--- config.mk ---
export PLATFORM = sky130hd
export DESIGN_NAME = spad_mem_ctrl
export DESIGN_NICKNAME = d
export VERILOG_FILES = /design/src/rtl/spad_pkg.sv /design/src/rtl/spad_prog_timer.sv /design/src/rtl/spad_store.sv /design/src/rtl/spad_cmd_seq.sv /design/src/rtl/spad_mem_ctrl.sv
export SDC_FILE = /design/constraint.sdc
export NUM_CORES = 2
export LEC_CHECK = 0
export CAP_MARGIN = 40
export CELL_PAD_IN_SITES_DETAIL_PLACEMENT = 1
export CELL_PAD_IN_SITES_GLOBAL_PLACEMENT = 1
export CORE_MARGIN = 2
export CORE_UTILIZATION = 50
export DETAILED_ROUTE_END_ITERATION = 8
export PLACE_DENSITY = 0.87
export SLEW_MARGIN = 10
export SYNTH_ARGS = -nofsm -noshare
export SYNTH_HDL_FRONTEND = slang
export SYNTH_HIERARCHICAL = 1
export SYNTH_SLANG_ARGS = --single-unit
--- constraint.sdc ---
create_clock -name clk -period 4.8 [get_ports clk]
set_input_delay 1.44 -clock clk [delete_from_list [all_inputs] [get_ports clk]]
set_output_delay 1.44 -clock clk [all_outputs]
set_load 0.02 [all_outputs]
--- src/rtl/spad_pkg.sv ---
package spad_pkg;
    // Sequencer phases within one transaction
    typedef enum logic [2:0] {
        ST_CMD, ST_ADDR, ST_WDATA, ST_RDATA, ST_KEY, ST_STAT, ST_HOLD
    } seq_st_e;

    // Decoded operation of the current transaction
    typedef enum logic [2:0] {
        OP_NONE, OP_WSP, OP_RSP, OP_WAPP, OP_RAPP, OP_CPY, OP_LOCK, OP_STAT
    } op_e;

    localparam logic [7:0] CMD_WSP   = 8'h0F;
    localparam logic [7:0] CMD_RSP   = 8'hAA;
    localparam logic [7:0] CMD_CPY   = 8'h55;
    localparam logic [7:0] CMD_RMEM  = 8'hF0;
    localparam logic [7:0] CMD_WAPP  = 8'h99;
    localparam logic [7:0] CMD_STAT  = 8'h66;
    localparam logic [7:0] CMD_RAPP  = 8'hC3;
    localparam logic [7:0] CMD_LOCK  = 8'h5A;
    localparam logic [7:0] KEY_COPY  = 8'hA5;
    localparam logic [7:0] KEY_STAT  = 8'h00;
    localparam logic [7:0] STS_OPEN  = 8'hFF;
    localparam logic [7:0] STS_SHUT  = 8'hFC;
    localparam logic [7:0] IDLE_BYTE = 8'hFF;
endpackage

--- src/rtl/spad_prog_timer.sv ---
// Programming interval counter.
// Loads PROG_CYCLES on start and counts down; busy is high while non-zero.
// Assumes start is never raised while busy (the sequencer blocks it).
module spad_prog_timer #(
    parameter int PROG_CYCLES = 1000
) (
    input  logic clk,
    input  logic rst_n,
    input  logic start,
    output logic busy
);
    localparam int CW = $clog2(PROG_CYCLES + 1);

    logic [CW-1:0] cnt;

    // Load on start, otherwise count down to zero
    always_ff @(posedge clk) begin
        if (!rst_n)          cnt <= '0;
        else if (start)      cnt <= CW'(PROG_CYCLES);
        else if (cnt != '0)  cnt <= cnt - CW'(1);
    end

    assign busy = (cnt != '0);
endmodule

--- src/rtl/spad_store.sv ---
// Storage array: data scratchpad, data memory, register staging buffer,
// application register and lock flag, all as flip-flops.
// Assumes byte counts are powers of two and strobes are mutually exclusive.
module spad_store #(
    parameter int MEM_BYTES = 32,
    parameter int APP_BYTES = 8
) (
    input  logic                         clk,
    input  logic                         rst_n,
    input  logic [$clog2(MEM_BYTES)-1:0] addr,
    input  logic [7:0]                   wr_data,
    input  logic                         wr_sp,
    input  logic                         wr_rsp,
    input  logic                         load_sp,
    input  logic                         copy_sp,
    input  logic                         copy_lock,
    input  logic                         rd_app,
    output logic [7:0]                   rd_data,
    output logic                         locked
);
    localparam int AAW = $clog2(APP_BYTES);

    logic [MEM_BYTES-1:0][7:0] sp;
    logic [MEM_BYTES-1:0][7:0] mem;
    logic [APP_BYTES-1:0][7:0] rsp;
    logic [APP_BYTES-1:0][7:0] app;
    logic                      lock_q;

    // Data scratchpad: bulk load from memory or single-byte write
    always_ff @(posedge clk) begin
        if (!rst_n)       sp <= '0;
        else if (load_sp) sp <= mem;
        else if (wr_sp)   sp[addr] <= wr_data;
    end

    // Data memory: whole-page commit from the scratchpad
    always_ff @(posedge clk) begin
        if (!rst_n)       mem <= '0;
        else if (copy_sp) mem <= sp;
    end

    // Register staging buffer: single-byte write
    always_ff @(posedge clk) begin
        if (!rst_n)      rsp <= '0;
        else if (wr_rsp) rsp[addr[AAW-1:0]] <= wr_data;
    end

    // Application register and lock: one commit sets both
    always_ff @(posedge clk) begin
        if (!rst_n) begin
            app    <= '0;
            lock_q <= 1'b0;
        end else if (copy_lock) begin
            app    <= rsp;
            lock_q <= 1'b1;
        end
    end

    // Read source depends on area and lock state
    always_comb begin
        if (rd_app) rd_data = lock_q ? app[addr[AAW-1:0]] : rsp[addr[AAW-1:0]];
        else        rd_data = sp[addr];
    end

    assign locked = lock_q;

    a_r8_lock_sticky: assert property (@(posedge clk) disable iff (!rst_n)
        lock_q |=> lock_q);
    a_r8_app_frozen: assert property (@(posedge clk) disable iff (!rst_n)
        lock_q |=> $stable(app));
    a_r6_rsp_frozen: assert property (@(posedge clk) disable iff (!rst_n)
        lock_q |=> $stable(rsp));
endmodule

--- src/rtl/spad_cmd_seq.sv ---
// Command sequencer: decodes command, address and key bytes, keeps the
// wrapping address counter and drives storage strobes and the tx byte.
// Assumes bus_rst, rx_valid and tx_req are single-cycle strobes.
module spad_cmd_seq
    import spad_pkg::*;
#(
    parameter int MEM_BYTES = 32,
    parameter int APP_BYTES = 8
) (
    input  logic                         clk,
    input  logic                         rst_n,
    input  logic                         bus_rst,
    input  logic                         rx_valid,
    input  logic [7:0]                   rx_byte,
    input  logic                         tx_req,
    input  logic                         busy,
    input  logic                         locked,
    input  logic [7:0]                   rd_data,
    output logic [$clog2(MEM_BYTES)-1:0] addr,
    output logic                         rd_app,
    output logic                         wr_sp,
    output logic                         wr_rsp,
    output logic                         load_sp,
    output logic                         copy_sp,
    output logic                         copy_lock,
    output logic                         prog_start,
    output logic                         tx_valid,
    output logic [7:0]                   tx_byte
);
    localparam int             MAW      = $clog2(MEM_BYTES);
    localparam logic [MAW-1:0] MEM_MASK = MAW'(MEM_BYTES - 1);
    localparam logic [MAW-1:0] APP_MASK = MAW'(APP_BYTES - 1);

    seq_st_e        st;
    op_e            op;
    logic           byte_ok;
    logic           key_ok;
    logic [MAW-1:0] addr_mask;
    logic [MAW-1:0] addr_inc;

    assign byte_ok   = rx_valid && !busy && !bus_rst;
    assign key_ok    = byte_ok && (st == ST_KEY) && (rx_byte == KEY_COPY);
    assign rd_app    = (op == OP_RAPP);
    assign addr_mask = (op == OP_WAPP || op == OP_RAPP) ? APP_MASK : MEM_MASK;
    assign addr_inc  = (addr + MAW'(1)) & addr_mask;

    assign wr_sp      = byte_ok && (st == ST_WDATA) && (op == OP_WSP);
    assign wr_rsp     = byte_ok && (st == ST_WDATA) && (op == OP_WAPP) && !locked;
    assign load_sp    = byte_ok && (st == ST_CMD) && (rx_byte == CMD_RMEM);
    assign copy_sp    = key_ok && (op == OP_CPY);
    assign copy_lock  = key_ok && (op == OP_LOCK) && !locked;
    assign prog_start = copy_sp || copy_lock;

    // Transaction phase, operation and address counter
    always_ff @(posedge clk) begin
        if (!rst_n) begin
            st   <= ST_CMD;
            op   <= OP_NONE;
            addr <= '0;
        end else if (bus_rst && !busy) begin
            st <= ST_CMD;
            op <= OP_NONE;
        end else begin
            if (byte_ok) begin
                case (st)
                    ST_CMD: begin
                        st <= ST_ADDR;
                        case (rx_byte)
                            CMD_WSP:  op <= OP_WSP;
                            CMD_RSP:  op <= OP_RSP;
                            CMD_RMEM: op <= OP_RSP;
                            CMD_WAPP: op <= OP_WAPP;
                            CMD_RAPP: op <= OP_RAPP;
                            CMD_CPY:  begin op <= OP_CPY;  st <= ST_KEY; end
                            CMD_LOCK: begin op <= OP_LOCK; st <= ST_KEY; end
                            CMD_STAT: begin op <= OP_STAT; st <= ST_KEY; end
                            default:  begin op <= OP_NONE; st <= ST_HOLD; end
                        endcase
                    end
                    ST_ADDR: begin
                        addr <= rx_byte[MAW-1:0] & addr_mask;
                        st   <= (op == OP_WSP || op == OP_WAPP) ? ST_WDATA : ST_RDATA;
                    end
                    ST_WDATA: addr <= addr_inc;
                    ST_KEY: st <= (op == OP_STAT && rx_byte == KEY_STAT) ? ST_STAT : ST_HOLD;
                    default: ;
                endcase
            end
            if (tx_req && !busy && st == ST_RDATA) addr <= addr_inc;
        end
    end

    // Answer every tx_req one cycle later
    always_ff @(posedge clk) begin
        if (!rst_n) begin
            tx_valid <= 1'b0;
            tx_byte  <= IDLE_BYTE;
        end else begin
            tx_valid <= tx_req;
            if (tx_req) begin
                if (busy)                tx_byte <= IDLE_BYTE;
                else if (st == ST_RDATA) tx_byte <= rd_data;
                else if (st == ST_STAT)  tx_byte <= locked ? STS_SHUT : STS_OPEN;
                else                     tx_byte <= IDLE_BYTE;
            end
        end
    end

    a_r10_hold_blocks_copy: assert property (@(posedge clk) disable iff (!rst_n)
        (st == ST_HOLD) |-> !prog_start && !wr_sp && !wr_rsp);
endmodule

--- src/rtl/spad_mem_ctrl.sv ---
// Top of the scratchpad memory command controller: sequencer, storage and
// programming timer. Assumes the byte layer below delivers single-cycle
// strobes and serialises bytes least significant bit first itself.
module spad_mem_ctrl #(
    parameter int MEM_BYTES   = 32,
    parameter int APP_BYTES   = 8,
    parameter int PROG_CYCLES = 1000
) (
    input  logic       clk,
    input  logic       rst_n,
    input  logic       bus_rst,
    input  logic       rx_valid,
    input  logic [7:0] rx_byte,
    input  logic       tx_req,
    output logic       tx_valid,
    output logic [7:0] tx_byte,
    output logic       busy
);
    localparam int MAW = $clog2(MEM_BYTES);

    logic [MAW-1:0] addr;
    logic           rd_app, wr_sp, wr_rsp, load_sp, copy_sp, copy_lock;
    logic           prog_start, locked;
    logic [7:0]     rd_data;

    spad_cmd_seq #(.MEM_BYTES(MEM_BYTES), .APP_BYTES(APP_BYTES)) u_seq (
        .clk(clk), .rst_n(rst_n), .bus_rst(bus_rst), .rx_valid(rx_valid),
        .rx_byte(rx_byte), .tx_req(tx_req), .busy(busy), .locked(locked),
        .rd_data(rd_data), .addr(addr), .rd_app(rd_app), .wr_sp(wr_sp),
        .wr_rsp(wr_rsp), .load_sp(load_sp), .copy_sp(copy_sp),
        .copy_lock(copy_lock), .prog_start(prog_start),
        .tx_valid(tx_valid), .tx_byte(tx_byte)
    );

    spad_store #(.MEM_BYTES(MEM_BYTES), .APP_BYTES(APP_BYTES)) u_store (
        .clk(clk), .rst_n(rst_n), .addr(addr), .wr_data(rx_byte),
        .wr_sp(wr_sp), .wr_rsp(wr_rsp), .load_sp(load_sp), .copy_sp(copy_sp),
        .copy_lock(copy_lock), .rd_app(rd_app), .rd_data(rd_data),
        .locked(locked)
    );

    spad_prog_timer #(.PROG_CYCLES(PROG_CYCLES)) u_timer (
        .clk(clk), .rst_n(rst_n), .start(prog_start), .busy(busy)
    );

    a_r4_busy_follows_copy: assert property (@(posedge clk) disable iff (!rst_n)
        prog_start |=> busy);
    a_r11_sp_frozen_busy: assert property (@(posedge clk) disable iff (!rst_n)
        busy |=> $stable(u_store.sp));
    a_r11_mem_frozen_busy: assert property (@(posedge clk) disable iff (!rst_n)
        busy |=> $stable(u_store.mem));
endmodule

## Yosys cells after proc, flatten, opt, wreduce, memory -nomap -nowiden

Cells that the tools add are included.

| word-level totals | value |
|---|---|
| word-level logic and storage cells | 190 |
| bits in registers | 671 |
| output and inout port bits | 10 |
| bits of input ports | 13 |

| cells by class | value |
|---|---|
| reductions and logical operators | 41 |
| $lt $le $gt $ge | 4 |
| equality and inequality tests | 20 |
| bitwise logic cells | 4 |
| add/sub/neg operators | 2 |
| muxes and demuxes | 31 |

Operators with widths:

| cell | number |
|---|---|
| 256-bit 2-to-1 mux | 2 |
| 256-bit bitwise mux | 1 |
| 8-bit 2-to-1 mux | 10 |
| 64-bit bitwise mux | 1 |
| 8-bit binary-select mux with 3-bit select | 2 |
| 8-bit binary-select mux with 5-bit select | 1 |
| 8-bit demux with 5-bit select | 1 |
| 8-bit equality test, second input constant | 5 |
| 8-bit demux with 3-bit select | 1 |
| 8-bit by 7-bit equality test with 1-bit output, second input constant | 3 |
| 3-bit one-hot mux with 7 select lines | 1 |
| 10-bit 2-to-1 mux | 2 |
| 1-bit logical AND | 19 |
| 3-bit equality test, second input constant | 6 |
| 5-bit 2-to-1 mux | 3 |
| 5-bit AND | 2 |
| 5-bit one-hot mux with 2 select lines | 1 |
| 10-bit nonzero test | 1 |
| 10-bit by 1-bit subtractor with 10-bit output, second input constant | 1 |
| 3-bit by 2-bit equality test with 1-bit output, second input constant | 3 |
| 3-bit one-hot mux with 3 select lines | 1 |
| 8-bit by 4-bit equality test with 1-bit output, second input constant | 1 |
| 8-bit zero test | 1 |
| 3-bit by 1-bit equality test with 1-bit output, second input constant | 2 |
| 19 further kinds | 31 |

## Logic depth before layout (Yosys ltp)

| depth | value |
|---|---|
| word-level depth | 10 |
| gate-level depth with buffers | 15 |
| gate-level depth less buffers | 13 |

## By module

Netlist, hierarchy kept.

Modules (own cells, without submodules):

| module | area each (µm²) | cells an instance | sequential area each (µm²) | instances |
|---|---|---|---|---|
| spad_store | 30090.1 | 3063 | 12832.3 | 1 |
| spad_cmd_seq | 1267.5 | 154 | 400.4 | 1 |
| spad_prog_timer | 544.3 | 64 | 200.2 | 1 |

## Worst setup path after synthesis

OpenSTA, ideal clock, no wires.

| timing | value |
|---|---|
| path type | flip-flop to flip-flop |
| start | reg u_timer.cnt[0] |
| end | reg u_store/sp[175] (netlist name) |
| required time | 4.685 ns |
| arrival time | 3.742 ns |
| path slack | 0.943 ns |
| buffers on the path | 2 |
| clock period less this slack | 3.857 ns |
| stages on the path, launching flop included | 16 |
| path through | dfxtp_1 > inv_1 > ha_1 > nor4b_1 > nand3_1 > or3b_4 > nor4bb_1 > nand2_1 > nor2_1 > and3b_1 > clkbuf_1 > and3_1 > buf_4 > mux2i_1 > o21ai_0 > and2_1 |

| between the ends | value |
|---|---|
| longest elaborated chain between the ends | 7 |
| elaborated cells between the ends (all ways) | 10 |

Ends and longest elaborated chain:

| what | RTL line | RTL |
|---|---|---|
| start: declaration | spad_prog_timer.sv:14 | `logic [CW-1:0] cnt;` |
| start signal: assignment | spad_prog_timer.sv:19 | `else if (start) cnt <= CW'(PROG_CYCLES);` |
| start signal: assignment | spad_prog_timer.sv:20 | `else if (cnt != '0) cnt <= cnt - CW'(1);` |
| 10-bit nonzero test | spad_prog_timer.sv:23 | `assign busy = (cnt != '0);` |
| named net busy | spad_mem_ctrl.sv:17 | `output logic busy` |
| 1-bit zero test | spad_cmd_seq.sv:41 | `assign byte_ok = rx_valid && !busy && !bus_rst;` |
| 1-bit logical AND (2 in a row) | spad_cmd_seq.sv:41 |  |
| 1-bit logical AND (2 in a row) | spad_cmd_seq.sv:47 | `assign wr_sp = byte_ok && (st == ST_WDATA) && (op == OP_WSP);` |
| named net wr_sp | spad_mem_ctrl.sv:22 | `logic rd_app, wr_sp, wr_rsp, load_sp, copy_sp, copy_lock;` |
| 2-bit nonzero test (no line) | - |  |
| end signal: assignment | spad_store.sv:32 | `else if (load_sp) sp <= mem;` |
| end signal: indexed assignment | spad_store.sv:33 | `else if (wr_sp) sp[addr] <= wr_data;` |
| end: declaration | spad_store.sv:23 | `logic [MEM_BYTES-1:0][7:0] sp;` |

The timed path passes the listed nets, and every way through them passes these cells.
A chain may end at the register's enable or synchronous reset.

## Worst setup path after layout

| timing | value |
|---|---|
| start | reg u_timer.cnt[0] |
| end | reg u_store/sp[67] (netlist name) |

| between the ends | value |
|---|---|
| longest elaborated chain between the ends | 7 |
| elaborated cells between the ends (all ways) | 10 |

Ends and longest elaborated chain:

| what | RTL line |
|---|---|
| 10-bit nonzero test | spad_prog_timer.sv:23 |
| 1-bit zero test | spad_cmd_seq.sv:41 |
| 1-bit logical AND (2 in a row) | spad_cmd_seq.sv:41 |
| 1-bit logical AND (2 in a row) | spad_cmd_seq.sv:47 |
| named net wr_sp | spad_mem_ctrl.sv:22 |
| 2-bit nonzero test (no line) | - |

The timed path passes the listed nets, and every way through them passes these cells.

==> impl_metrics.json <==
{
  "status": "completed",
  "yosysMostFrequentCell": "dfxtp_1",
  "register_area_mm2": 0.0134,
  "rows": 92,
  "r2r-start": "u_timer/cnt[0]$_SDFFE_PP0P_",
  "critPathLaunchType": "flip-flop",
  "p_leak_nw": 11.6,
  "drt_pass1_iterations": 6,
  "finalPower_mw": 12.7,
  "rsz0062_at_grt": "no",
  "syn_avg_cell_area_um2": 9.72,
  "fill_cells": 6893,
  "cts_hold_buffers": 0,
  "netlist_instances": 3281,
  "path_max_fanout": 8,
  "multi_input_area_mm2": 0.0173,
  "num_antenna_cells": 0,
  "ys_top_cells_by_count": "dfxtp_1 (671), mux2i_1 (653), nand2_1 (381)",
  "synth_top_area_frac": 0.421,
  "synth-main-ff-cell": "dfxtp_1",
  "vias_per_cell": 6.02,
  "cpMostUsedCell": "buf_4",
  "cp_cell_sequence": "inv_1, ha_1, nor4b_2, nand3_1, buf_4, or3b_4, nor4bb_1, nand2_1, nor2_1, buf_4, nor3b_1, buf_4, nand2_1, mux2i_1, o21ai_0, and2_1",
  "htree_num_levels": 3,
  "ant_nets": 0,
  "setup_tns_ns": 0,
  "fin_nets": 3219,
  "cts_buffer_depth": 3,
  "max_freq_ghz": 0.229,
  "grt_max_degree": 257,
  "end_kind": "flip-flop",
  "r2r_slack_ns": 0.42,
  "drive_gt1_frac": 0.102,
  "place.gp.congestion": 0.866,
  "synth.distinct_cells": 80,
  "crit_type": "reg2reg",
  "grt_pass1_wl_mm": 153,
  "async_flop_share": 0,
  "syn-num-nets": 3296,
  "hold_viol_final": 0,
  "max_stage_delay_ns": 0.44,
  "holdCritPathClass": "reg2reg",
  "synth_edf_count": 0,
  "setup_viol": 0,
  "post-route-period-util": 0.911,
  "first_global_vias": 26798,
  "arrival_ns": 4.88,
  "wire_per_inst_um": 23.9,
  "yosys_warnings": 6,
  "tritoncts": "yes",
  "start_util": 0.506,
  "pwr_density_cell_mw_per_mm2": 357,
  "cap_violations": 0,
  "via_count": 24721,
  "ioPinCount": 23,
  "hp-start": "u_store/rsp[49]$_SDFFE_PN0P_",
  "final-max-slew-violation-count": 0,
  "drc": 0,
  "yosys-top-cells-area": "dfxtp_1 (42%), mux2i_1 (20%), nor2b_1 (6.9%)",
  "syn_to_final_growth_pct": 11.6,
  "clk_pin_slew_worst_paths_ns": 0.06,
  "hpwl_mm": 57.4,
  "reg2reg_depth": 16,
  "yosysSeqAreaShare": 0.421,
  "routed_wl_mm": 98.2,
  "die_w_um": 257,
  "drt_iter0_markers": 1873,
  "slew-limit-headroom": 0.340,
  "io_buffers": 22,
  "syn_area_mm2": 0.0319,
  "synth_seq_cells": 671,
  "hold_end": "u_store/rsp[49]$_SDFFE_PN0P_",
  "clockRootBuffer": "clkbuf_16",
  "hold_ws_ns": 0.485,
  "cp_slowest_cell": "or3b_4",
  "required_ns": 5.31,
  "yosysTopAreaCell": "dfxtp_1",
  "irDropWorstVdd_v": 0.000251,
  "gr-usage-all-layers": 0.292,
  "die_h_um": 257,
  "numCtsBuffers": 74,
  "worstHoldPathCells": 2,
  "worst_pin_slew_ns": 0.990,
  "die-area_mm2": 0.0658,
  "core_area_mm2": 0.0631,
  "cts_sinks": 671,
  "clock_skew_ns": 0.0251,
  "antenna_found_initial": 1,
  "r2r-end": "u_store/sp[67]$_SDFFE_PN0P_",
  "gr-total-overflow": 0,
  "post-route-min-period_ns": 4.38,
  "clock_latency_ns": 0.63
}
## kinds of logic after synthesis
logic type / share of synthesized area
XOR/XNOR: 0.000824
AND/OR/NAND/NOR: 0.205
adder cells (fa/ha/maj): 0.000784
AO/OA/AOI/OAI: 0.0792
multiplexers: 0.255
flip-flops: 0.421
buffers and inverters: 0.0382
## cells in the final DEF, fill, tap and decap left out, types with 9 or more instances in the layout
cell | netlist | final
inv_1 | 13 | 13
mux2i_1 | 653 | 653
nor4_1 | 12 | 12
nor2b_1 | 351 | 351
a31oi_1 | 17 | 17
a221oi_1 | 12 | 12
o22ai_1 | 23 | 23
and2_1 | 269 | 269
nor2_1 | 51 | 49
nand3_1 | 14 | 14
buf_4 | 30 | 55
clkbuf_8 | 0 | 15
dfxtp_1 | 671 | 668
clkbuf_16 | 0 | 77
clkdlybuf4s50_1 | 0 | 13
o21ai_1 | 22 | 22
mux4_2 | 67 | 67
nand2_1 | 381 | 381
a21boi_0 | 33 | 33
o21ai_0 | 246 | 246
buf_12 | 0 | 28
a21oi_1 | 11 | 11
clkbuf_1 | 157 | 15
a22oi_1 | 9 | 9
bufinv_16 | 0 | 9
## routing by layer
metal | vias to the layer above | routed length [um] | share of wire | global-route usage
met5 | - | 13 | 0.00013 | 0
li1 | 11145 | - | - | -
met2 | 763 | 48400 | 0.49 | 0.508
met1 | 12566 | 40400 | 0.41 | 0.354
met4 | 2 | 3810 | 0.039 | 0.128
met3 | 245 | 5560 | 0.057 | 0.0500
## metrics by stage
step | cell area [um^2] | std cells | setup slack [ns] | util
6_report | 35600 | 4105 | 0.425 | 0.564
5_1_grt | 35600 | 4105 | 0.117 | 0.564
2_1_floorplan | 31900 | 3281 | 0.944 | -
3_3_place_gp | 33000 | 3971 | 0.167 | 0.523
4_1_cts | 35600 | 4105 | 0.277 | 0.564
3_5_place_dp | 33000 | 3974 | 0.0149 | 0.523
## worst max-delay path by stage
stage / from / endpoint / slack (ns) / depth (start not counted)
CTS: u_timer/cnt[0]$_SDFFE_PP0P_ / u_store/sp[67]$_SDFFE_PN0P_ / 0.28 / 16
global route: u_timer/cnt[0]$_SDFFE_PP0P_ / u_store/sp[67]$_SDFFE_PN0P_ / 0.12 / 16
floorplan: u_timer/cnt[0]$_SDFFE_PP0P_ / u_store/sp[175]$_SDFFE_PN0P_ / 0.94 / 15
global placement: rx_valid / u_store/sp[68]$_SDFFE_PN0P_ / 0.17 / 12
finish: u_timer/cnt[0]$_SDFFE_PP0P_ / u_store/sp[67]$_SDFFE_PN0P_ / 0.42 / 16
detailed placement: rx_valid / u_store/sp[71]$_SDFFE_PN0P_ / 0.01 / 12
## flip-flops by register name (all words and copies together) (netlist names), 3 cells and up
register	count
u_store/mem	256
u_store/sp	256
u_store/app	64
u_store/rsp	64
u_timer/cnt	10
u_seq/tx_byte	8
u_seq/addr	5
u_seq/op	3
u_seq/st	3
## report_power, final
group / total, mW / internal (mW) / leakage (nW) / switching [mW]
clock network: 6.08 / 3.67 / 1.27 / 2.41
logic: 0.889 / 0.320 / 4.89 / 0.569
registers: 5.73 / 5.62 / 5.41 / 0.114
## critical path: cells and delay by family, from the launching register on
kind / cells / cell delay (ns)
compound gates: 1 / 0.14
mux: 1 / 0.34
simple gates: 9 / 2.36
fa+ha+maj: 1 / 0.26
flops: 1 / 0.36
buf+inv: 4 / 0.78
## cell type report
class | count | area share
clock buffer | 107 | 0.0615
multi-input combinational | 2336 | 0.485
inverter | 13 | 0.00137
sequential | 671 | 0.378
tap | 846 | 0.0297
timing repair buffer | 108 | 0.0334
clock inverter | 24 | 0.0111
## what timing repair did
item | CTS | global route
setup buffers | 0 | 0
gates resized for setup | 0 | 1
setup endpoints to repair | 0 | 3
Power figures use the tool's default switching activity.
